--- config.mk ---
export PLATFORM = sky130hd
export DESIGN_NAME = irq_aggregator
export DESIGN_NICKNAME = d
export VERILOG_FILES = /design/src/rtl/irq_pkg.sv /design/src/rtl/irq_sync.sv /design/src/rtl/irq_pin_edge.sv /design/src/rtl/irq_port_change.sv /design/src/rtl/irq_tmr_wrap.sv /design/src/rtl/irq_aggregator.sv
export SDC_FILE = /design/constraint.sdc
export NUM_CORES = 1
export LEC_CHECK = 0
export ABC_AREA = 0
export CORE_MARGIN = 10
export CORE_UTILIZATION = 47
export DETAILED_ROUTE_END_ITERATION = 7
export HOLD_SLACK_MARGIN = 0.08
export PLACE_DENSITY = 0.88
export SKIP_LAST_GASP = 1
export SYNTH_ARGS = -nofsm -noshare
export SYNTH_HDL_FRONTEND = slang
export SYNTH_SLANG_ARGS = --single-unit
--- constraint.sdc ---
create_clock -name clk -period 1.5 [get_ports clk]
set_clock_uncertainty 0.05 [all_clocks]
set_input_delay 0.225 -clock clk [delete_from_list [all_inputs] [get_ports clk]]
set_output_delay 0.225 -clock clk [all_outputs]
set_load 0.005 [all_outputs]
--- src/rtl/irq_pkg.sv ---
package irq_pkg;
  localparam int REG_W = 8;

  typedef enum logic [1:0] {
    A_CTRL   = 2'd0,
    A_EDGE   = 2'd1,
    A_CHMASK = 2'd2,
    A_ANALOG = 2'd3
  } reg_addr_e;

  localparam int B_PORT_F = 0;
  localparam int B_EXT_F  = 1;
  localparam int B_TMR_F  = 2;
  localparam int B_PORT_E = 3;
  localparam int B_EXT_E  = 4;
  localparam int B_TMR_E  = 5;
  localparam int B_GRP_E  = 6;
  localparam int B_GLB_E  = 7;
endpackage

--- src/rtl/irq_sync.sv ---
module irq_sync #(
  parameter int W      = 1,
  parameter int STAGES = 2
) (
  input  logic         clk,
  input  logic         rst,
  input  logic [W-1:0] d,
  output logic [W-1:0] q
);
  logic [W-1:0] stage [STAGES];

  always_ff @(posedge clk) begin
    if (rst) begin
      for (int i = 0; i < STAGES; i++) stage[i] <= '0;
    end else begin
      stage[0] <= d;
      for (int i = 1; i < STAGES; i++) stage[i] <= stage[i-1];
    end
  end

  assign q = stage[STAGES-1];
endmodule

--- src/rtl/irq_pin_edge.sv ---
module irq_pin_edge (
  input  logic clk,
  input  logic rst,
  input  logic pin_s,
  input  logic rise_sel,
  output logic hit
);
  logic prev;

  always_ff @(posedge clk) begin
    if (rst) prev <= 1'b0;
    else     prev <= pin_s;
  end

  assign hit = rise_sel ? (pin_s & ~prev) : (~pin_s & prev);

  p_edge_dir_r2: assert property (@(posedge clk) disable iff (rst)
    (hit && rise_sel) |-> pin_s);
  p_edge_dir_r3: assert property (@(posedge clk) disable iff (rst)
    (hit && !rise_sel) |-> !pin_s);
endmodule

--- src/rtl/irq_port_change.sv ---
module irq_port_change #(
  parameter int NPINS = 6
) (
  input  logic             clk,
  input  logic             rst,
  input  logic [NPINS-1:0] pins_s,
  input  logic [NPINS-1:0] chg_mask,
  input  logic [NPINS-1:0] analog,
  output logic             hit
);
  logic [NPINS-1:0] prev;
  logic [NPINS-1:0] diff;

  always_ff @(posedge clk) begin
    if (rst) prev <= '0;
    else     prev <= pins_s;
  end

  always_comb begin
    for (int i = 0; i < NPINS; i++) begin
      diff[i] = (pins_s[i] ^ prev[i]) & chg_mask[i] & ~analog[i];
    end
  end

  assign hit = |diff;

  // an event needs at least one pin that is both enabled and digital
  p_needs_digital_pin_r7: assert property (@(posedge clk) disable iff (rst)
    hit |-> (|(chg_mask & ~analog)));
  p_needs_change_r6: assert property (@(posedge clk) disable iff (rst)
    hit |-> (pins_s != prev));
endmodule

--- src/rtl/irq_tmr_wrap.sv ---
module irq_tmr_wrap #(
  parameter int TMR_W = 8
) (
  input  logic             clk,
  input  logic             rst,
  input  logic [TMR_W-1:0] count,
  output logic             hit
);
  logic [TMR_W-1:0] prev;

  always_ff @(posedge clk) begin
    if (rst) prev <= '0;
    else     prev <= count;
  end

  assign hit = (prev == {TMR_W{1'b1}}) && (count == '0);
endmodule

--- src/rtl/irq_aggregator.sv ---
module irq_aggregator
  import irq_pkg::*;
#(
  parameter int NPINS  = 6,
  parameter int TMR_W  = 8,
  parameter int NPER   = 8,
  parameter int STAGES = 2
) (
  input  logic             clk,
  input  logic             rst,
  input  logic             reg_we,
  input  logic [1:0]       reg_addr,
  input  logic [7:0]       reg_wdata,
  output logic [7:0]       reg_rdata,
  input  logic             ext_pin,
  input  logic [NPINS-1:0] port_pins,
  input  logic [TMR_W-1:0] tmr_count,
  input  logic [NPER-1:0]  per_flag,
  input  logic [NPER-1:0]  per_en,
  output logic             cpu_irq,
  output logic             wake
);
  localparam int PAD = REG_W - NPINS;

  logic             ext_s, ext_hit, port_hit, tmr_hit;
  logic [NPINS-1:0] port_s;
  logic             f_port, f_ext, f_tmr;
  logic             e_port, e_ext, e_tmr, e_grp, e_glb;
  logic             edge_rise;
  logic [NPINS-1:0] chg_mask, analog;
  logic             wr_ctrl, per_term;

  irq_sync #(.W(1), .STAGES(STAGES)) u_ext_sync (
    .clk(clk), .rst(rst), .d(ext_pin), .q(ext_s));
  irq_sync #(.W(NPINS), .STAGES(STAGES)) u_port_sync (
    .clk(clk), .rst(rst), .d(port_pins), .q(port_s));

  irq_pin_edge u_edge (
    .clk(clk), .rst(rst), .pin_s(ext_s), .rise_sel(edge_rise), .hit(ext_hit));
  irq_port_change #(.NPINS(NPINS)) u_chg (
    .clk(clk), .rst(rst), .pins_s(port_s), .chg_mask(chg_mask),
    .analog(analog), .hit(port_hit));
  irq_tmr_wrap #(.TMR_W(TMR_W)) u_tmr (
    .clk(clk), .rst(rst), .count(tmr_count), .hit(tmr_hit));

  assign wr_ctrl = reg_we && (reg_addr == A_CTRL);

  always_ff @(posedge clk) begin
    if (rst) begin
      f_port <= 1'b0; f_ext <= 1'b0; f_tmr <= 1'b0;
      e_port <= 1'b0; e_ext <= 1'b0; e_tmr <= 1'b0;
      e_grp  <= 1'b0; e_glb <= 1'b0;
      edge_rise <= 1'b0;
      chg_mask  <= '0;
      analog    <= '0;
    end else begin
      if (wr_ctrl) begin
        f_port <= reg_wdata[B_PORT_F];
        f_ext  <= reg_wdata[B_EXT_F];
        f_tmr  <= reg_wdata[B_TMR_F];
        e_port <= reg_wdata[B_PORT_E];
        e_ext  <= reg_wdata[B_EXT_E];
        e_tmr  <= reg_wdata[B_TMR_E];
        e_grp  <= reg_wdata[B_GRP_E];
        e_glb  <= reg_wdata[B_GLB_E];
      end
      if (reg_we && reg_addr == A_EDGE)   edge_rise <= reg_wdata[0];
      if (reg_we && reg_addr == A_CHMASK) chg_mask  <= reg_wdata[NPINS-1:0];
      if (reg_we && reg_addr == A_ANALOG) analog    <= reg_wdata[NPINS-1:0];
      // hardware events override a same-cycle software write
      if (port_hit) f_port <= 1'b1;
      if (ext_hit)  f_ext  <= 1'b1;
      if (tmr_hit)  f_tmr  <= 1'b1;
    end
  end

  always_comb begin
    unique case (reg_addr_e'(reg_addr))
      A_CTRL:   reg_rdata = {e_glb, e_grp, e_tmr, e_ext, e_port, f_tmr, f_ext, f_port};
      A_EDGE:   reg_rdata = {7'd0, edge_rise};
      A_CHMASK: reg_rdata = {{PAD{1'b0}}, chg_mask};
      default:  reg_rdata = {{PAD{1'b0}}, analog};
    endcase
  end

  assign per_term = (|(per_flag & per_en)) & e_grp;
  assign wake     = (f_port & e_port) | (f_ext & e_ext) | (f_tmr & e_tmr) | per_term;
  assign cpu_irq  = wake & e_glb;

  p_flag_sticky_r4: assert property (@(posedge clk) disable iff (rst)
    (f_ext && !wr_ctrl) |=> f_ext);
  p_set_wins_r10: assert property (@(posedge clk) disable iff (rst)
    (tmr_hit && wr_ctrl) |=> f_tmr);
  p_timer_sets_r5: assert property (@(posedge clk) disable iff (rst)
    tmr_hit |=> f_tmr);
  p_port_sets_r6: assert property (@(posedge clk) disable iff (rst)
    port_hit |=> f_port);
  p_wake_ignores_glb_r8: assert property (@(posedge clk) disable iff (rst)
    (f_ext && e_ext) |-> wake);
  p_irq_needs_glb_r9: assert property (@(posedge clk) disable iff (rst)
    cpu_irq |-> (wake && e_glb));
endmodule

==> flow_summary.json, run 1 <==
{
  "yosys_register_bits": 50,
  "violations": "negative setup slack",
  "fp.dieH_um": 84.49,
  "reg2reg_slack_ns": 0.11,
  "vias_per_cell": 5.093,
  "dieArea_sq_um": 7138,
  "final_util_pct": 71.63,
  "nNetsFinal": 317,
  "drive_gt1_share_pct": 29.20,
  "clk_latency_ns": 0.30,
  "cts_made_buffers": 5,
  "netlist_area_sq_um": 1954,
  "slowest_delay_ns": 0.32,
  "drv_slew": 0,
  "antenna_found_initial": 0,
  "synthCells": 189,
  "final_antenna_net_count": 0,
  "r2r_end": "f_port",
  "cts_sinks": 50,
  "ctsLongestPathBuffers": 2,
  "cp-end-kind": "output pin",
  "yosys_warnings": 0,
  "cp.depth": 4,
  "power_mw": 2.541,
  "crit_family": "compound AO/OA/AOI/OAI gates",
  "crit_buf_inv": 1,
  "dr.pass1.iters": 4,
  "maxCapViolCount": 0,
  "cp_max_fo": 2,
  "core_area_sq_um": 4000,
  "fp-row-count": 23,
  "peakVddDrop_mv": 0.7066,
  "final_area_sq_um": 2865,
  "drt_iter0_markers": 74,
  "min_to": "u_port_sync.stage[0][7]",
  "clk_pin_slew_ns": 0.09,
  "syn_nets": 233,
  "crit_path_cell_trace": "a22o_1, a221o_1, and2_1, buf_2",
  "power_frac_seq_pct": 55.4,
  "ios": 54,
  "synthArstFlopShare_pct": 0,
  "fin_setup_tns_ns": -0.1967,
  "finalCriticalPeriod_ns": 1.648,
  "p_clk_share_pct": 30.9,
  "reg2reg_from": "chg_mask[2]",
  "holdWs_ns": 0.3912,
  "switching_share_pct": 22.49,
  "leakagePower_nw": 1.282,
  "fin_cells": 324,
  "gp_congestion": 0.7600,
  "cts_root_buffer": "clkbuf_8",
  "r2r.worst_path.cells": 5,
  "holdCritStartpoint": "u_port_sync.stage[0][1]",
  "areaGrowthSynthToFinish_pct": 46.61,
  "report.final.hold_viol_count": 0,
  "synth_cell_types": 29,
  "grt_overflow": 0,
  "max_slew_margin_pct": 77.97,
  "place_area_sq_um": 2688,
  "grt_pass1_wl_um": 7997,
  "synth_edf_count": 0,
  "grt_usage_pct": 13.52,
  "diodes": 0,
  "p_int_mw": 1.969,
  "routed_wl_um": 4758,
  "ys.flop_type": "dfxtp_1",
  "dieWidth_um": 84.49,
  "wl_per_cell_um": 14.69,
  "syn_area_per_cell_sq_um": 10.34,
  "critPathLaunchType": "register",
  "num_vias": 1650,
  "start_util_pct": 48.86,
  "combPwrFrac_pct": 13.7,
  "io_buffers": 53,
  "hold_buffers": 0,
  "grt_start_max_net_pins": 51,
  "rsz0062_at_grt": "true",
  "seq_area_frac_synth_pct": 51.22,
  "required_ns": 1.22,
  "drc_errors": 0,
  "worst_path_max_delay_cell": "dfxtp_1",
  "grt_pass1_vias": 1740,
  "setup_viol": 4,
  "post-place-ws_ns": -0.7162,
  "setup_ws_ns": -0.1477,
  "cp.arrival_ns": 1.37,
  "numPlacedInstances": 308,
  "switchingPower_uw": 571.3,
  "tightest_slew_ns": 0.3275,
  "hp-class": "reg2reg",
  "cellPowerDensity_nw_per_um2": 886.7,
  "h-tree-depth": 2,
  "hold_depth": 1,
  "cts_tree": "yes",
  "period_share_pct": 109.8,
  "criticalPathCategory": "reg2out",
  "fmax_mhz": 606.9,
  "hpwl_um": 3458,
  "status": "complete, but fails checks"
}
how the worst max path moves through the flow:
| stage | from | end | slack [ns] |
|---|---|---|---|
| after floorplan | per_flag[0] | cpu_irq | 0.25 |
| after global placement | reg_addr[0] | reg_rdata[5] | -0.65 |
| after detailed placement | reg_addr[0] | reg_rdata[5] | -0.72 |
| after CTS | e_ext | cpu_irq | -0.17 |
| after global routing | e_ext | cpu_irq | -0.22 |
| final | e_ext | cpu_irq | -0.15 |
flip-flops by register name, summed over array words and instances, names as in the netlist, 2 cells and up:
signal / count
u_port_sync.stage: 12
u_tmr.prev: 8
analog: 6
chg_mask: 6
u_chg.prev: 6
u_ext_sync.stage: 2
worst reg2reg max path, stage by stage (launching register included):
cell and delay (ns):
dfxtp_2 0.33, buf_4 0.12, buf_4 0.12, nor3b_1 0.13
nor4_1 0.35, a41oi_2 0.15
what timing repair did:
item	4_1_cts	5_1_grt
resized for setup	67	16
pin swaps	9	0
setup buffers	7	1
endpoints found under the setup margin	17	8
layout make-up:
cell class,instances,area (sq um)
fill,290,1135
sequential,50,1016
multi-input combinational,130,948.4
timing repair buffer,85,743.2
clock buffer,7,86.33
tap,50,62.56
clock inverter,1,5.005
inverter,1,3.754
cells in the final DEF (no fill, tap or decap), drive strengths merged:
cell type / n
clkinv: 1
a31oi: 3
nand2: 19
mux2i: 13
buf: 40
a21oi: 6
nor2b: 29
nand3b: 1
dlygate4sd2: 19
xor2: 1
mux2: 5
a22oi: 4
nor2: 18
mux4: 1
a22o: 6
xnor2: 5
nand3: 2
clkdlybuf4s50: 25
dfxtp: 50
a221o: 1
nor3b: 5
and2: 4
clkbuf: 8
nor4: 3
a41oi: 1
nand4: 3
inv: 1
cell families (layout without fill, tap and decap cells):
kind of cell / count (synthesis) / count (layout) / synth area share (%)
buffers and inverters: 9 / 94 / 2.881
AO/OA/AOI/OAI: 21 / 21 / 8.387
XOR/XNOR: 6 / 6 / 2.689
AND/OR/NAND/NOR: 84 / 84 / 23.94
multiplexers: 19 / 19 / 10.88
flip-flops: 50 / 50 / 51.22
cell usage after synthesis, types with 2 or more instances:
cell type,number,area [sq um]
buf_6,3,33.78
nand4_1,3,18.77
a22o_2,5,50.05
dfxtp_1,50,1001
clkbuf_1,5,18.77
nor2b_1,29,181.4
xnor2_1,5,43.79
nor3b_1,5,37.54
nand2_1,19,71.32
nor2_1,17,63.81
a22oi_1,4,30.03
and2_2,2,15.01
a21oi_1,6,30.03
nor4_1,3,18.77
mux2_2,5,56.30
a31oi_1,3,18.77
mux2i_1,13,130.1
per-layer routing:
metal | share of wire [%] | vias to the layer above | wire [um] | global-route usage (%)
met5 | 0 | - | 0 | 0
met4 | 1.7 | 0 | 83 | 5.988
met3 | 7.4 | 11 | 350 | 4.831
met2 | 47 | 68 | 2226 | 22.72
met1 | 44 | 762 | 2098 | 14.97
li1 | - | 809 | - | -
power groups by stage:
stage / Combinational (mW) / Sequential, mW / Clock [mW]
floorplan: 0.141 / 1.43 / 0
global placement: 0.326 / 1.43 / 0
detailed placement: 0.336 / 1.44 / 0
CTS: 0.332 / 1.41 / 0.806
global route: 0.379 / 1.41 / 0.858
finish: 0.348 / 1.41 / 0.786
Power figures use the tool's default switching activity.
==> run 2, diff against run 1 <==
Settings changed: CORE_UTILIZATION 47 to 50, PLACE_DENSITY 0.88 to 0.93.
Clock period 1.5 ns to 2 ns, I/O delays scaled along.
==> run 2 against run 1 <==
The run now ends clean. Sequential share of layout area rose by 1.7 points. Largest cell class unchanged. Register-to-register slack improved by 0.56 ns. Hold slack got worse by 0.0037 ns. Worst setup slack improved by 0.18 ns. Core utilization rose by 0.86 points. Sequential power fell by 25%. Global-route usage fell by 0.34 points. First-iteration DRC count fell by 27%. Die area fell by 4.6%. Non-clock buffer count fell by 25.
==> flow_summary.json, run 2 (same netlist as run 1, synthesis figures left out) <==
{
  "fp.dieH_um": 82.52,
  "antenna_found_initial": 0,
  "dieArea_sq_um": 6810,
  "ios": 54,
  "crit_family": "buffers and inverters",
  "ctsLongestPathBuffers": 2,
  "cts_tree": "yes",
  "grt_pass1_vias": 1515,
  "vias_per_cell": 5.135,
  "grt_start_max_net_pins": 51,
  "p_int_mw": 1.585,
  "diodes": 0,
  "finalCriticalPeriod_ns": 1.972,
  "largest_register": "u_port_sync.stage",
  "cts_root_buffer": "clkbuf_8",
  "peakVddDrop_mv": 0.3940,
  "combPwrFrac_pct": 11.8,
  "cellPowerDensity_nw_per_um2": 740.4,
  "top_regs": "u_port_sync.stage (12), u_tmr.prev (8)",
  "final_util_pct": 72.49,
  "cp-end-kind": "output pin",
  "fmax_mhz": 507.1,
  "switchingPower_uw": 409.6,
  "nNetsFinal": 292,
  "r2r.worst_path.cells": 4,
  "gp_congestion": 0.8234,
  "tightest_slew_ns": 0.3486,
  "areaGrowthSynthToFinish_pct": 37.84,
  "h-tree-depth": 2,
  "rsz0062_at_grt": "true",
  "final_antenna_net_count": 0,
  "cp.depth": 6,
  "maxCapViolCount": 0,
  "cp.arrival_ns": 1.62,
  "clk_latency_ns": 0.30,
  "slowest_delay_ns": 0.41,
  "critPathLaunchType": "primary input",
  "status": "finished clean",
  "dr.pass1.iters": 4,
  "post-place-ws_ns": -0.3622,
  "io_buffers": 53,
  "core_area_sq_um": 3716,
  "setup_ws_ns": 0.02787,
  "routed_wl_um": 4465,
  "seq_area_sq_um": 1001,
  "numPlacedInstances": 286,
  "setup_viol": 0,
  "grt_usage_pct": 13.18,
  "multiInputGateArea_sq_um": 902.1,
  "wl_per_cell_um": 15.08,
  "clk_pin_slew_ns": 0.08,
  "hp-class": "reg2reg",
  "drive_gt1_share_pct": 13.31,
  "fillers": 287,
  "grt_overflow": 0,
  "drc_errors": 0,
  "max_slew_margin_pct": 76.54,
  "cp_max_fo": 2,
  "cts_made_buffers": 5,
  "fin_cells": 296,
  "crit_path_cell_trace": "clkdlybuf4s50_1, a22oi_2, nand4_1, a221o_1, and2_1, buf_2",
  "dieWidth_um": 82.52,
  "fp-row-count": 22,
  "period_share_pct": 98.61,
  "leakagePower_nw": 1.155,
  "p_clk_share_pct": 35.2,
  "criticalPathCategory": "in2out",
  "report.final.hold_viol_count": 0,
  "grt_pass1_wl_um": 6941,
  "power_frac_seq_pct": 53.0,
  "drv_slew": 0,
  "cts_sinks": 50,
  "drt_iter0_markers": 54,
  "hpwl_um": 3344,
  "layout_common_cells": "dfxtp_1, clkdlybuf4s50_1, nor2b_1, nand2_1, nor2_1",
  "largest_reg_flops": 12,
  "num_vias": 1520,
  "worst_path_max_delay_cell": "clkdlybuf4s50_1",
  "required_ns": 1.65,
  "start_util_pct": 52.59,
  "hold_depth": 1,
  "switching_share_pct": 20.54,
  "final_common_cell": "dfxtp_1",
  "crit_buf_inv": 2
}
[run 2: cell count changes in the layout (fill, tap and decap cells not counted), moves of 2 or more]
cell	change
buf_2	-3
mux2_4	-4
dlymetal6s2s_1	+2
a22o_2	+4
buf_6	-4
dfxtp_2	-12
dlygate4sd2_1	-11
dfxtp_1	+12
mux2_2	+4
a22o_4	-4
clkdlybuf4s50_1	+16
buf_12	+2
buf_4	-27
[run 2: layout make-up]
class	count	share of cell area [%]
repair buffers	60	22.81
inverters	1	0.1393
flip-flops and latches	50	37.16
multi-input cells	130	33.49
clock buffers	6	3.065
clock inverters	1	1.115
well taps	48	2.229
[run 2: worst register-to-register path, cell delays in order, from the launching register on]
cell and delay [ns]:
dfxtp_1 0.32, xnor2_1 0.20, nor3b_1 0.10, nor4_1 0.38
a41oi_2 0.16
[run 2: power by group through the flow]
stage                     Combinational (mW)  Sequential, mW  Clock, mW
final                                  0.236            1.06      0.702
after global routing                   0.256            1.06      0.749
after CTS                              0.237            1.06      0.715
after detailed placement               0.231            1.08          0
after global placement                 0.225            1.08          0
after floorplan                        0.106            1.07          0
[run 2: per-stage QoR]
| stage | area, sq um | total power, mW | setup TNS [ns] | hold slack [ns] |
|---|---|---|---|---|
| after floorplan | 1954 | 1.179 | 0 | 0.3638 |
| after global placement | 2547 | 1.303 | -2.341 | 0.3667 |
| after detailed placement | 2547 | 1.311 | -2.542 | 0.3739 |
| after CTS | 2689 | 2.009 | -0.01619 | 0.3905 |
| after global routing | 2694 | 2.068 | -0.04610 | 0.4041 |
| final | 2694 | 1.994 | 0 | 0.3875 |
[run 2: repair_timing]
item | in CTS | in global routing
resized for setup | 16 | 2
pin swaps | 4 | 3
endpoints found under the hold margin | 0 | 0
hold buffers | 0 | 0
setup endpoints to repair | 10 | 4
gates cloned | 0 | 0
setup buffers | 3 | 0
[run 2: per-layer routing]
metal / vias up / routed length, um / global-route usage [%]
met5: - / 0 / 0
met4: 0 / 86 / 6.020
met3: 9 / 468 / 5.940
met2: 66 / 2121 / 22.55
met1: 685 / 1788 / 13.59
li1: 760 / - / -
[run 2: final timing paths]
kind                      startpoint                  endpoint  slack [ns]
max                      per_flag[2]                   cpu_irq        0.03
min          u_port_sync.stage[0][4]  u_port_sync.stage[0][10]        0.39
max reg2reg            u_chg.prev[2]                    f_port        0.67
min reg2reg  u_port_sync.stage[0][4]  u_port_sync.stage[0][10]        0.39
